File: config.mk
export PLATFORM = sky130hd
export DESIGN_NAME = idx_cfg_port
export DESIGN_NICKNAME = d
export VERILOG_FILES = /design/src/rtl/idx_cfg_pkg.sv /design/src/rtl/idx_cfg_regbank.sv /design/src/rtl/idx_cfg_clksel.sv /design/src/rtl/idx_cfg_rtc_bridge.sv /design/src/rtl/idx_cfg_port.sv
export SDC_FILE = /design/constraint.sdc
export NUM_CORES = 1
export LEC_CHECK = 0
export ABC_AREA = 1
export BUFFER_PORTS_ARGS = -buffer_cell sky130_fd_sc_hd__buf_2
export CAP_MARGIN = 20
export CELL_PAD_IN_SITES_DETAIL_PLACEMENT = 1
export CELL_PAD_IN_SITES_GLOBAL_PLACEMENT = 1
export CORE_UTILIZATION = 43
export DETAILED_ROUTE_END_ITERATION = 7
export HOLD_SLACK_MARGIN = 0.02
export PLACE_DENSITY = 0.77
export SYNTH_ARGS = -nofsm -noshare
export SYNTH_HDL_FRONTEND = slang
export SYNTH_SLANG_ARGS = --single-unit
export TNS_END_PERCENT = 1
File: constraint.sdc
create_clock -name clk_i -period 2 [get_ports clk_i]
set_input_delay 0.2 -clock clk_i [delete_from_list [all_inputs] [get_ports clk_i]]
set_output_delay 0.2 -clock clk_i [all_outputs]
set_load 0.05 [all_outputs]
File: src/rtl/idx_cfg_pkg.sv
package idx_cfg_pkg;
  localparam int unsigned DW       = 8;
  localparam int unsigned NREG     = 12;
  localparam logic [7:0]  REG_BASE = 8'h80;
  localparam logic [7:0]  PT_IDX   = 8'h85;
  localparam int unsigned OW       = $clog2(NREG);

  typedef enum logic [1:0] {
    CLK_FIXED  = 2'd0,
    CLK_PCIDV4 = 2'd1,
    CLK_PCIDV3 = 2'd2
  } isa_clk_e;

  // write mask per register offset from REG_BASE, per profile
  function automatic logic [DW-1:0] reg_mask(int unsigned off, logic ext);
    case (off)
      0:             reg_mask = ext ? 8'hFF : 8'hE7;
      1:             reg_mask = ext ? 8'hF6 : 8'hF4;
      2:             reg_mask = ext ? 8'hFF : 8'h00;
      3:             reg_mask = ext ? 8'h03 : 8'h00;
      4, 8, 9, 10, 11: reg_mask = 8'hFF;
      default:       reg_mask = 8'h00;
    endcase
  endfunction
endpackage

File: src/rtl/idx_cfg_regbank.sv
module idx_cfg_regbank
  import idx_cfg_pkg::*;
#(
  parameter int unsigned N  = NREG,
  parameter int unsigned AW = OW
) (
  input  logic          clk_i,
  input  logic          rst_ni,
  input  logic          ext_i,
  input  logic          wr_en_i,
  input  logic          hit_i,
  input  logic [AW-1:0] off_i,
  input  logic [DW-1:0] wdata_i,
  output logic [DW-1:0] rd_val_o,
  output logic [DW-1:0] ctl_o
);
  logic [DW-1:0] q [N];

  for (genvar g = 0; g < N; g++) begin : g_reg
    localparam logic [AW-1:0] ME = AW'(g);
    always_ff @(posedge clk_i or negedge rst_ni) begin
      if (!rst_ni)                                q[g] <= '0;
      else if (wr_en_i && hit_i && off_i == ME)   q[g] <= wdata_i & reg_mask(g, ext_i);
    end
  end

  always_comb begin
    rd_val_o = '0;
    for (int i = 0; i < N; i++)
      if (hit_i && off_i == AW'(i)) rd_val_o = q[i];
  end

  assign ctl_o = q[0];

  p_basic_ctl_r4: assert property (@(posedge clk_i) disable iff (!rst_ni)
    !ext_i |-> q[0][4:3] == 2'b00);
  p_basic_ext_regs_r6: assert property (@(posedge clk_i) disable iff (!rst_ni)
    !ext_i |-> (q[2] == '0 && q[3] == '0));
  p_narrow_reg_r6: assert property (@(posedge clk_i) disable iff (!rst_ni)
    q[3][7:2] == '0);
endmodule

File: src/rtl/idx_cfg_clksel.sv
module idx_cfg_clksel
  import idx_cfg_pkg::*;
(
  input  logic       clk_i,
  input  logic       rst_ni,
  input  logic       load_i,
  input  logic [1:0] field_i,
  output isa_clk_e   sel_o
);
  always_ff @(posedge clk_i or negedge rst_ni) begin
    if (!rst_ni) sel_o <= CLK_FIXED;
    else if (load_i) begin
      case (field_i)
        2'd0:    sel_o <= CLK_FIXED;
        2'd1:    sel_o <= CLK_PCIDV4;
        2'd2:    sel_o <= CLK_PCIDV3;
        default: sel_o <= sel_o; // code 3 keeps the current source
      endcase
    end
  end

  p_code3_holds_r2: assert property (@(posedge clk_i) disable iff (!rst_ni)
    (load_i && field_i == 2'b11) |=> $stable(sel_o));
  p_load_follows_r2: assert property (@(posedge clk_i) disable iff (!rst_ni)
    (load_i && field_i != 2'b11) |=> sel_o == isa_clk_e'($past(field_i)));
endmodule

File: src/rtl/idx_cfg_rtc_bridge.sv
module idx_cfg_rtc_bridge
  import idx_cfg_pkg::*;
(
  input  logic          clk_i,
  input  logic          rst_ni,
  input  logic          start_i,
  input  logic          ack_i,
  input  logic [DW-1:0] rdata_i,
  output logic          req_o,
  output logic          done_o,
  output logic [DW-1:0] rdata_o
);
  typedef enum logic [1:0] {B_IDLE, B_BUSY, B_DONE} bst_e;
  bst_e st_q;

  always_ff @(posedge clk_i or negedge rst_ni) begin
    if (!rst_ni) begin
      st_q    <= B_IDLE;
      rdata_o <= '0;
    end else begin
      case (st_q)
        B_IDLE: if (start_i) st_q <= B_BUSY;
        B_BUSY: if (ack_i) begin
          st_q    <= B_DONE;
          rdata_o <= rdata_i;
        end
        default: st_q <= B_IDLE;
      endcase
    end
  end

  assign req_o  = (st_q == B_BUSY);
  assign done_o = (st_q == B_DONE);

  p_req_held_r9: assert property (@(posedge clk_i) disable iff (!rst_ni)
    (req_o && !ack_i) |=> req_o);
  p_done_after_ack_r10: assert property (@(posedge clk_i) disable iff (!rst_ni)
    $rose(done_o) |-> $past(ack_i));
endmodule

File: src/rtl/idx_cfg_port.sv
module idx_cfg_port
  import idx_cfg_pkg::*;
(
  input  logic          clk_i,
  input  logic          rst_ni,
  input  logic          ext_i,
  input  logic          io_rd_i,
  input  logic          io_wr_i,
  input  logic          io_addr_i,
  input  logic [DW-1:0] io_wdata_i,
  output logic [DW-1:0] io_rdata_o,
  output logic          io_ready_o,
  output logic [1:0]    isa_clk_sel_o,
  output logic          nvram_bank_o,
  output logic          rtc_req_o,
  output logic          rtc_we_o,
  output logic [DW-1:0] rtc_wdata_o,
  input  logic [DW-1:0] rtc_rdata_i,
  input  logic          rtc_ack_i
);
  logic [DW-1:0] index_q;
  logic          hit, pt_acc, pt_done, reg_wr, ctl_load;
  logic [OW-1:0] off;
  logic [DW-1:0] bank_rd, ctl, pt_rdata;
  isa_clk_e      clk_sel;

  always_ff @(posedge clk_i or negedge rst_ni) begin
    if (!rst_ni)                    index_q <= '0;
    else if (io_wr_i && !io_addr_i) index_q <= io_wdata_i;
  end

  assign hit    = (index_q >= REG_BASE) && (index_q < REG_BASE + DW'(NREG));
  assign off    = OW'(index_q - REG_BASE);
  assign pt_acc = (io_rd_i || io_wr_i) && io_addr_i && (index_q == PT_IDX);
  assign reg_wr = io_wr_i && io_addr_i && !pt_acc;
  assign ctl_load = reg_wr && (index_q == REG_BASE);

  idx_cfg_regbank u_bank (
    .clk_i, .rst_ni, .ext_i,
    .wr_en_i (reg_wr),
    .hit_i   (hit),
    .off_i   (off),
    .wdata_i (io_wdata_i),
    .rd_val_o(bank_rd),
    .ctl_o   (ctl)
  );

  idx_cfg_clksel u_clk (
    .clk_i, .rst_ni,
    .load_i (ctl_load),
    .field_i(io_wdata_i[7:6]),
    .sel_o  (clk_sel)
  );

  idx_cfg_rtc_bridge u_rtc (
    .clk_i, .rst_ni,
    .start_i(pt_acc),
    .ack_i  (rtc_ack_i),
    .rdata_i(rtc_rdata_i),
    .req_o  (rtc_req_o),
    .done_o (pt_done),
    .rdata_o(pt_rdata)
  );

  assign rtc_we_o      = io_wr_i;
  assign rtc_wdata_o   = io_wdata_i;
  assign io_ready_o    = pt_acc ? pt_done : 1'b1;
  assign isa_clk_sel_o = clk_sel;
  assign nvram_bank_o  = ext_i & ctl[3];

  always_comb begin
    if (!io_addr_i)              io_rdata_o = index_q;
    else if (index_q == PT_IDX)  io_rdata_o = pt_rdata;
    else                         io_rdata_o = bank_rd;
  end

  p_no_stray_req_r11: assert property (@(posedge clk_i) disable iff (!rst_ni)
    rtc_req_o |-> index_q == PT_IDX);
  p_stall_on_start_r10: assert property (@(posedge clk_i) disable iff (!rst_ni)
    $rose(rtc_req_o) |-> !io_ready_o);
  p_idx_capture_r1: assert property (@(posedge clk_i) disable iff (!rst_ni)
    (io_wr_i && !io_addr_i) |=> index_q == $past(io_wdata_i));
  p_bank_basic_r4: assert property (@(posedge clk_i) disable iff (!rst_ni)
    !ext_i |-> !nvram_bank_o);
endmodule

==> metrics.cfg, run 1 <==
[worst_setup_path]
ff2ff_path_depth=13
cp-end-kind=output port
reg2reg_from=index_q[6]$_DFFE_PN0P_
worst_r2r_endpoint=u_bank.q[82]$_DFFE_PN0P_
crit_type=reg2out
worstPathMaxFanout=4
worstSetupStartpointType=flip-flop
critPathArrivalTime_ps=2160
worstPathRequired_ps=1800
r2r_setup_slack_ps=60

[synth]
dominantRegCellSynth=dfrtp_1
ys_seq_area_share_pct=50.3
async_reset_ff_share_pct=100
synth_cell_types=30
syn_area_um2=4180
synthCells=537
syn_nets=560
synth_seq_cells=84
synth-edff-count=0
synth_warnings=0
avgSynthCellArea_um2=7.78

[detailed_routing]
first_pass_iters=4
wl_um=12800
first_iter_violations=125
vias=3827
drc=0
ant_nets=0
vias_per_cell=5.05
wire_per_inst_um=16.9

[clock_tree]
cts_buffers=9
clk_latency_ps=380
clock-sinks=84
cts_tree=done
cts.path.max_buffers=2
ctsHtreeMaxLevel=3
cts_root_buf=clkbuf_8
clk_pin_slew_ps=90

[timing]
drv_slew=0
grt_setup_unrepaired=true
fin_crit_ps=2360
finalCritPeriodShare_pct=118
fin_skew_ps=10.7
tightest_slew_ps=513
slew_headroom_pct=65.7
setup_viol=9
hold_viol_final=0
worst_slack_ps=-364
max_freq_ghz=0.423

[layout]
fin_nets=647
final_cells=758
final_common_cell=nand2_1
antenna_cells=0
area_growth_pct=26.1
fin_util_pct=56.4
final_cell_mix=nand2_1 (191), dfrtp_1 (84), inv_1 (44), o21ai_1 (44), buf_4 (41)
drive_above_1_share_pct=27.8

[pwr]
ir_worst_vdd_mv=0.380
power_leakage_uw=0.00271
p_per_area_nw_per_um2=805

[worst_hold_path]
hold_class=in2reg
whs_path_depth=3
hold_end=u_bank.q[77]$_DFFE_PN0P_
worstHoldStart=io_wdata_i[5]

[grt]
grt.overflow.total=0
grt_max_degree=37
track_usage_pct=27.8
grt_pass1_vias=4115
grt_pass1_wl_um=21000
antenna_found_initial=0

[placement]
numPlacedInstances=729
place.gp.congestion=0.812
place_ws_ps=-215
portBuffers=44
dpl.hpwl_um=9240

[floorplan]
start_util_pct=44.8
ios=45
dieArea_um2=10100
rows=35
core_area_um2=9330
die_h_um=101
die_w_um=101

[status]
outcome=complete, but fails checks
violations=negative setup slack

[run]
drv_cap=0

-- how the worst max path moves through the flow --
stage,from,end,slack (ps),depth (start not counted)
2_1_floorplan,index_q[6]$_DFFE_PN0P_,io_rdata_o[3],-180,12
6_report,index_q[2]$_DFFE_PN0P_,io_rdata_o[1],-360,12
3_3_place_gp,index_q[6]$_DFFE_PN0P_,io_rdata_o[2],-140,15
4_1_cts,index_q[5]$_DFFE_PN0P_,io_rdata_o[1],-410,15
5_1_grt,index_q[0]$_DFFE_PN0P_,io_rdata_o[0],-490,13
3_5_place_dp,index_q[2]$_DFFE_PN0P_,io_rdata_o[5],-220,14
-- report_power, final --
group / internal, uW / switching [uW] / total (uW)
logic: 332 / 574 / 906
clock network: 586 / 682 / 1270
registers: 1920 / 144 / 2070
total: 2840 / 1400 / 4240
-- stage by stage --
step	hold WS, ps	area [um2]	total power (uW)	setup TNS, ps
CTS	69.5	5190	4240	-2890
global route	83.1	5270	4440	-4060
floorplan	-95.6	4180	2570	-181
global placement	192	4770	2860	-642
detailed placement	199	4770	2910	-1130
finish	81.8	5270	4240	-2590
-- flip-flops by register name, summed over array words and instances (netlist names) --
| register | flops |
|---|---|
| u_bank.ctl_o | 8 |
| u_bank.q | 56 |
| u_rtc.rdata_o | 8 |
| u_clk.sel_o | 2 |
| u_rtc.st_q | 2 |
| index_q | 8 |
-- layout make-up --
class / count / area (um2)
clock buffer: 9 / 124
multi-input combinational: 369 / 1800
fill: 1151 / 4060
tap: 129 / 161
clock inverter: 7 / 75.1
timing repair buffer: 98 / 764
inverter: 62 / 240
sequential: 84 / 2100
-- critical path, cell delays in order, from the launching register on --
cell	delay (ps)
dfrtp_1	410
inv_2	110
nand2_1	100
buf_4	170
nor2_1	90
nand2_1	90
buf_4	140
or2_2	260
nand2_1	70
nand2_1	50
nand2_1	70
nand2_2	60
buf_8	150
-- routing by layer --
layer	up-vias	GRT usage (%)	part of all wire, %
li1	1855	-	-
met1	1879	34.8	44
met2	71	47.6	50
met3	22	5.27	3.4
met4	0	10.9	2.0
met5	-	0	0
-- what timing repair did --
| action | in CTS | in global routing |
|---|---|---|
| endpoints found under the hold margin | 41 | 0 |
| buffers inserted | 2 | 2 |
| pin swaps | 6 | 3 |
| gates resized for setup | 44 | 20 |
| setup endpoints to repair | 9 | 38 |
| hold buffers | 9 | 0 |
-- synth_stat cells, types with 2 or more instances --
library cell	instances	area, um2
nand2_1	199	747
dfrtp_1	84	2100
inv_1	51	191
o21ai_1	42	210
o21ai_0	40	200
nor2_1	23	86.3
nand3_1	17	85.1
a21oi_1	11	55.1
buf_4	10	75.1
inv_2	8	30.0
nand2_2	8	50.1
o21ai_2	8	70.1
buf_2	5	25.0
buf_6	4	45.0
nor2_2	4	25.0
clkbuf_1	3	11.3
nand2_4	3	33.8
clkinv_1	2	7.51
nand4_1	2	12.5
or2_0	2	12.5
or2_2	2	12.5
-- logic make-up (layout without fill, tap and decap cells) --
kind of cell	after synthesis	after routing	share of synthesized area (%)
buf+inv	84	176	9.38
compound gates	104	104	13.4
simple gates	265	265	26.9
flops	84	84	50.3
Note: power is estimated with default switching activity, not from simulation.
==> run 2: changes to the inputs <==
--- a/config.mk
+++ b/config.mk
@@ -5,15 +5,16 @@
 export SDC_FILE = /design/constraint.sdc
 export NUM_CORES = 1
 export LEC_CHECK = 0
-export ABC_AREA = 1
+export ABC_AREA = 0
 export BUFFER_PORTS_ARGS = -buffer_cell sky130_fd_sc_hd__buf_2
 export CAP_MARGIN = 20
 export CELL_PAD_IN_SITES_DETAIL_PLACEMENT = 1
 export CELL_PAD_IN_SITES_GLOBAL_PLACEMENT = 1
-export CORE_UTILIZATION = 43
+export CORE_MARGIN = 5
+export CORE_UTILIZATION = 47
 export DETAILED_ROUTE_END_ITERATION = 7
 export HOLD_SLACK_MARGIN = 0.02
-export PLACE_DENSITY = 0.77
+export PLACE_DENSITY = 0.78
 export SYNTH_ARGS = -nofsm -noshare
 export SYNTH_HDL_FRONTEND = slang
 export SYNTH_SLANG_ARGS = --single-unit
==> run 2 against run 1 <==
Effect of this change:
- the run still ends with negative setup slack left
- die area rose by 11%
- total power rose by 4.3%
- via count fell by 6.5%
- largest power group unchanged
- maximum frequency fell by 13%
- flip-flop and latch count did not move
- largest cell class is now multi-input gates
- critical path depth fell by 5
- sequential share of layout area fell by 2.2 points
==> metrics.cfg, run 2 <==
[status]
outcome=complete, but fails checks
violations=negative setup slack

[grt]
track_usage_pct=26.6  ; -1.2 points
grt_pass1_vias=3920  ; -4.7%
antenna_found_initial=0  ; unchanged
grt_max_degree=47  ; +27%
grt_pass1_wl_um=22700  ; +8.4%
grt.overflow.total=0  ; unchanged

[timing]
grt_setup_unrepaired=true
slew_headroom_pct=63.3  ; -2.5 points
fin_skew_ps=6.80  ; -3.88 ps
tightest_slew_ps=551  ; +38.2 ps
worst_slack_ps=-703  ; -340 ps
max_freq_ghz=0.370  ; -13%
setup_viol=56  ; +47
drv_slew=0  ; unchanged
finalCritPeriodShare_pct=135  ; +17 points
hold_viol_final=0  ; unchanged
fin_crit_ps=2700  ; +340 ps

[layout]
area_growth_pct=28.5
n_fill_cell=964  ; -16%
ff_latch_area_um2=2100  ; unchanged
fin_nets=495  ; -23%
final_common_cell=dfrtp_1
final_cell_mix=dfrtp_1 (84), mux2_2 (54), buf_4 (38)
antenna_cells=0  ; unchanged
fin_util_pct=61.2  ; +4.7 points
top_register=u_bank.q
multiInputGateArea_um2=2240  ; +25%
final_cells=588  ; -22%
drive_above_1_share_pct=47.2  ; +19 points
final_area_um2=5570  ; +5.8%
largest_reg_flops=56  ; unchanged

[worst_setup_path]
worst_r2r_endpoint=u_bank.q[60]$_DFFE_PN0P_
r2r_setup_slack_ps=-300  ; -360 ps
cp_top_family=simple AND/OR/NAND/NOR gates
worstPathRequired_ps=1800  ; about the same
cp-end-kind=output port
critPathArrivalTime_ps=2500  ; +340 ps
cpPeakStageDelay_ps=580  ; +170 ps
worstSetupStartpointType=flip-flop
path_buf_inv=2  ; -2
crit_type=reg2out
timing.critical_path.slowest_stage_cell=or4b_4
ff2ff_path_depth=7  ; -6
worstPathMaxFanout=6  ; +2
path_cells=or4b_4 > buf_4 > or2_4 > o21ai_0 > a21boi_0 > a21oi_2 > buf_6
reg2reg_from=index_q[4]$_DFFE_PN0P_

[synth]
yosysTopAreaCell=dfrtp_1
synthCells=400  ; -26%
syn_area_um2=4340  ; +3.8%
synth_seq_cells=84  ; unchanged
yosysMostFrequentCell=dfrtp_1
ys_seq_area_share_pct=48.5  ; -1.9 points
yosys-top-cells-count=dfrtp_1 (84), mux2_2 (67), o21ai_0 (32)
netlist.area_leader.share_pct=48.5  ; -1.9 points
synth-edff-count=0  ; unchanged
synth_cell_types=55  ; +83%
avgSynthCellArea_um2=10.8  ; +39%
syn_nets=423  ; -24%
synth_warnings=0  ; unchanged
ys_top_cells_by_area=dfrtp_1 (48%), mux2_2 (17%), o21ai_0 (3.7%)
async_reset_ff_share_pct=100  ; unchanged
dominantRegCellSynth=dfrtp_1

[detailed_routing]
route.top_layer_used=met4
drc=0  ; unchanged
wl_met2_um=7380  ; +14%
vias_per_cell=6.09  ; +21%
first_pass_iters=4  ; unchanged
vias=3580  ; -6.5%
wl_um=14500  ; +13%
wire_per_inst_um=24.6  ; +46%
dr_wl_met3_um=663  ; +52%
first_iter_violations=187  ; +50%
route.layer.met1.wl_um=6120  ; +8.0%
ant_nets=0  ; unchanged

[clock_tree]
ctsHtreeMaxLevel=3  ; unchanged
clock-sinks=84  ; unchanged
cts_buffers=9  ; unchanged
cts_tree=done
clk_pin_slew_ps=90  ; about the same
postCtsSetupBuffers=0  ; -2
clk_latency_ps=370  ; about the same
cts_root_buf=clkbuf_8
cts.path.max_buffers=2  ; unchanged

[run]
drv_cap=0  ; unchanged

[floorplan]
rows=35  ; unchanged
ios=45  ; unchanged
start_util_pct=47.6  ; +2.8 points
dieArea_um2=11200  ; +11%
core_area_um2=9110  ; -2.3%
die_w_um=106  ; +5.5%
die_h_um=106  ; +5.5%

[placement]
numPlacedInstances=571  ; -22%
dpl.hpwl_um=9240  ; about the same
place_area_um2=5100  ; +7.1%
place.gp.congestion=0.898  ; +11%
portBuffers=44  ; unchanged

[worst_hold_path]
whs_path_depth=2  ; -1
worstHoldStart=rtc_rdata_i[0]
hold_class=in2reg
hold_end=u_rtc.rdata_o[0]$_DFFE_PN0P_

[pwr]
p_per_area_nw_per_um2=793  ; -1.5%
ir_worst_vdd_mv=0.599  ; +58%
power_leakage_uw=0.00259  ; -4.4%

[run 2: cell count changes in the layout (fill, tap and decap cells not counted), moves of 7 or more]
cell           previous run  this run
buf_6                     9        17
dlygate4sd3_1             9         1
inv_1                    44        19
inv_2                    13         0
mux2_2                    0        54
mux2_4                    0        13
nand2_1                 191        26
nand2_2                  12         0
nand2_4                   7         0
nor2_1                   14        22
nor2_2                   10         2
o21ai_0                  37        25
o21ai_1                  44         5
o21ai_2                   9         2
[run 2: report_power, final]
part | switching [uW] | leakage [uW] | internal [uW]
clock | 641 | 0.000102 | 642
sequential | 119 | 0.00109 | 1870
combinational | 679 | 0.00140 | 468
total | 1440 | 0.00259 | 2980
[run 2: worst max path at each step]
stage	slack [ps]	cells past startpoint	from	end
floorplan	-370	7	index_q[4]$_DFFE_PN0P_	io_rdata_o[3]
global placement	-420	7	index_q[4]$_DFFE_PN0P_	io_rdata_o[4]
detailed placement	-460	8	index_q[4]$_DFFE_PN0P_	io_rdata_o[6]
CTS	-670	8	index_q[7]$_DFFE_PN0P_	io_rdata_o[1]
global route	-790	7	index_q[4]$_DFFE_PN0P_	io_rdata_o[2]
finish	-700	7	index_q[4]$_DFFE_PN0P_	io_rdata_o[1]
[run 2: area by class of cell]
class	count	area share, %
clock buffers	12	2.78
clock inverters	4	0.853
flip-flops and latches	84	37.7
multi-input cells	260	40.2
well taps	111	2.49
inverters	19	1.28
repair buffers	98	14.7
[run 2: repair_timing]
item,4_1_cts,5_1_grt
endpoints found under the hold margin,38,0
pin swaps,6,4
resized for setup,41,29
hold buffers,1,0
setup endpoints to repair,74,74
[run 2: cell families (layout without fill, tap and decap cells)]
| family | count (synthesis) | in the layout | synth area share (%) |
|---|---|---|---|
| buffers and inverters | 56 | 133 | 6.40 |
| and+or+nand+nor | 104 | 104 | 13.0 |
| muxes | 73 | 73 | 19.4 |
| AOI/OAI and AO/OA | 83 | 83 | 12.8 |
| DFF | 84 | 84 | 48.5 |
[run 2: routing by layer]
layer | track usage (%) | vias up
li1 | - | 1562
met1 | 34.0 | 1884
met2 | 45.8 | 107
met3 | 4.74 | 27
met4 | 8.70 | 0
met5 | 0 | -
[run 2: per-stage QoR]
stage                     setup TNS (ps)  worst slack [ps]  total power [uW]  hold WS, ps
after global routing              -16580              -795              4610         57.2
after floorplan                    -5320              -365              2630        -95.6
after detailed placement          -15360              -464              3040          225
final                             -13530              -703              4420         62.3
after global placement            -11320              -421              2990          217
after CTS                         -14100              -672              4360         55.6
==> run 3: changes to the inputs <==
--- a/config.mk
+++ b/config.mk
@@ -15,6 +15,7 @@
 export DETAILED_ROUTE_END_ITERATION = 7
 export HOLD_SLACK_MARGIN = 0.02
 export PLACE_DENSITY = 0.78
+export SETUP_SLACK_MARGIN = 0.5
 export SYNTH_ARGS = -nofsm -noshare
 export SYNTH_HDL_FRONTEND = slang
 export SYNTH_SLANG_ARGS = --single-unit
==> run 3 against run 2 <==
Effect of this change:
- the flow still finishes with violations (negative setup slack)
- non-clock buffer count is the same
- flip-flop and latch count unchanged
- total power decreased by 0.64%
- worst hold slack is essentially flat
- die area unchanged
- register-to-register slack worse by 40 ps
- combinational power barely moved
- first-iteration DRC count rose by 14%
- cell count unchanged
- critical path type unchanged
==> metrics.cfg, run 3 (same netlist as run 2, synthesis figures left out) <==
[status]
outcome=complete, but fails checks
violations=negative setup slack

[worst_setup_path]
worstSetupStartpointType=flip-flop
r2r_setup_slack_ps=-340  ; -40 ps
worst_r2r_endpoint=u_bank.q[25]$_DFFE_PN0P_
cp-end-kind=output port
critPathArrivalTime_ps=2510  ; about the same
crit_type=reg2out
reg2reg_from=index_q[4]$_DFFE_PN0P_
worstPathRequired_ps=1800  ; about the same
worstPathMaxFanout=15  ; +9
ff2ff_path_depth=8  ; +1

[worst_hold_path]
hold_class=in2reg
worstHoldStart=rtc_rdata_i[3]
hold_end=u_rtc.rdata_o[3]$_DFFE_PN0P_
whs_path_depth=2  ; unchanged

[clock_tree]
ctsHtreeMaxLevel=3  ; unchanged
cts_tree=done
cts_buffers=9  ; unchanged
clock-sinks=84  ; unchanged
cts_root_buf=clkbuf_8
clk_latency_ps=370  ; about the same
cts.path.max_buffers=2  ; unchanged
clk_pin_slew_ps=90  ; about the same

[detailed_routing]
vias=3576  ; -0.11%
first_pass_iters=4  ; unchanged
wl_um=14100  ; -2.5%
drc=0  ; unchanged
wire_per_inst_um=24.0  ; -2.5%
ant_nets=0  ; unchanged
vias_per_cell=6.08  ; -0.11%
first_iter_violations=214  ; +14%

[layout]
final_cell_mix=dfrtp_1 (84), mux2_2 (61), buf_4 (41)
ff_latch_area_um2=2100  ; unchanged
fin_nets=495  ; unchanged
antenna_cells=0  ; unchanged
area_growth_pct=27.4
drive_above_1_share_pct=47.2  ; unchanged
multiInputGateArea_um2=2200  ; -1.9%
n_fill_cell=965  ; +0.10%
largest_reg_flops=56  ; unchanged
top_register=u_bank.q
final_common_cell=dfrtp_1

[grt]
grt_pass1_wl_um=22600  ; -0.51%
grt_pass1_vias=3943  ; +0.59%
grt_max_degree=47  ; unchanged
grt.overflow.total=0  ; unchanged
antenna_found_initial=0  ; unchanged
track_usage_pct=26.6  ; about the same

[timing]
setup_viol=55  ; -1.8%
fin_hold_ws_ps=62.1  ; -0.240 ps
hold_viol_final=0  ; unchanged
fin_tns_setup_ps=-16700  ; -3170 ps
fin_crit_ps=2710  ; +11.2 ps
tightest_slew_ps=555  ; +4.02 ps
grt_setup_unrepaired=true
slew_headroom_pct=63.0  ; -0.27 points
drv_slew=0  ; unchanged
finalCritPeriodShare_pct=136  ; +0.56 points
max_freq_ghz=0.368  ; -0.41%
fin_skew_ps=8.13  ; +1.33 ps
worst_slack_ps=-715  ; -11.2 ps

[pwr]
p_per_area_nw_per_um2=795  ; +0.22%
ir_worst_vdd_mv=0.618  ; +3.1%
power_leakage_uw=0.00258  ; -0.41%
p_total_uw=4390  ; -0.64%

[floorplan]
rows=35  ; unchanged
ios=45  ; unchanged
start_util_pct=47.6  ; unchanged
die_w_um=106  ; unchanged
dieArea_um2=11200  ; unchanged
die_h_um=106  ; unchanged
core_area_um2=9110  ; unchanged

[placement]
place_ws_ps=-464  ; unchanged
place.gp.congestion=0.898  ; unchanged
portBuffers=44  ; unchanged
dpl.hpwl_um=9240  ; unchanged

[run]
drv_cap=0  ; unchanged

[run 3: how the worst max path moves through the flow]
| stage | start | endpoint | slack [ps] | cells past startpoint |
|---|---|---|---|---|
| floorplan | index_q[4]$_DFFE_PN0P_ | io_rdata_o[3] | -370 | 7 |
| global placement | index_q[4]$_DFFE_PN0P_ | io_rdata_o[4] | -420 | 7 |
| detailed placement | index_q[4]$_DFFE_PN0P_ | io_rdata_o[6] | -460 | 8 |
| CTS | index_q[7]$_DFFE_PN0P_ | io_rdata_o[1] | -670 | 8 |
| global route | index_q[7]$_DFFE_PN0P_ | io_rdata_o[1] | -810 | 8 |
| finish | index_q[7]$_DFFE_PN0P_ | io_rdata_o[1] | -710 | 8 |
[run 3: layout make-up]
cell class	count	area share, %
clock buffers	12	2.81
repair buffers	98	14.7
clock inverters	4	0.861
inverters	19	1.29
flip-flops and latches	84	38.0
multi-input cells	260	39.8
well taps	111	2.51
[run 3: critical path, cell delays in order (launching register included)]
cell and delay [ps]:
dfrtp_1 410, or4b_4 240, buf_12 170, buf_4 160, o211ai_1 130, a21o_1 200, a2111o_1 430, a21oi_2 220
buf_6 190
[run 3: stage by stage]
step / utilization, % / instance area, um2 / std cells
6_report: 60.7 / 5530 / 588
2_1_floorplan: - / 4460 / 400
4_1_cts: 60.3 / 5490 / 588
3_5_place_dp: 56.0 / 5100 / 571
3_3_place_gp: 56.0 / 5100 / 571
5_1_grt: 60.7 / 5530 / 588
[run 3: what timing repair did]
action | 4_1_cts | 5_1_grt
setup buffers | 0 | 0
pin swaps | 7 | 1
hold endpoints to repair | 38 | 0
resized for setup | 55 | 14
hold buffers | 1 | 0
endpoints found under the setup margin | 76 | 77
[run 3: report_power, final]
part | switching, uW | total [uW] | internal, uW
logic | 669 | 1130 | 464
clock network | 629 | 1270 | 642
registers | 117 | 1990 | 1870
total | 1420 | 4390 | 2980
[run 3: metal layers]
layer | track usage (%) | wire [um] | vias up
met1 | 32.5 | 5850 | 1881
li1 | - | - | 1567
met5 | 0 | 0 | -
met4 | 9.90 | 320 | 0
met2 | 46.6 | 7390 | 102
met3 | 5.22 | 563 | 26
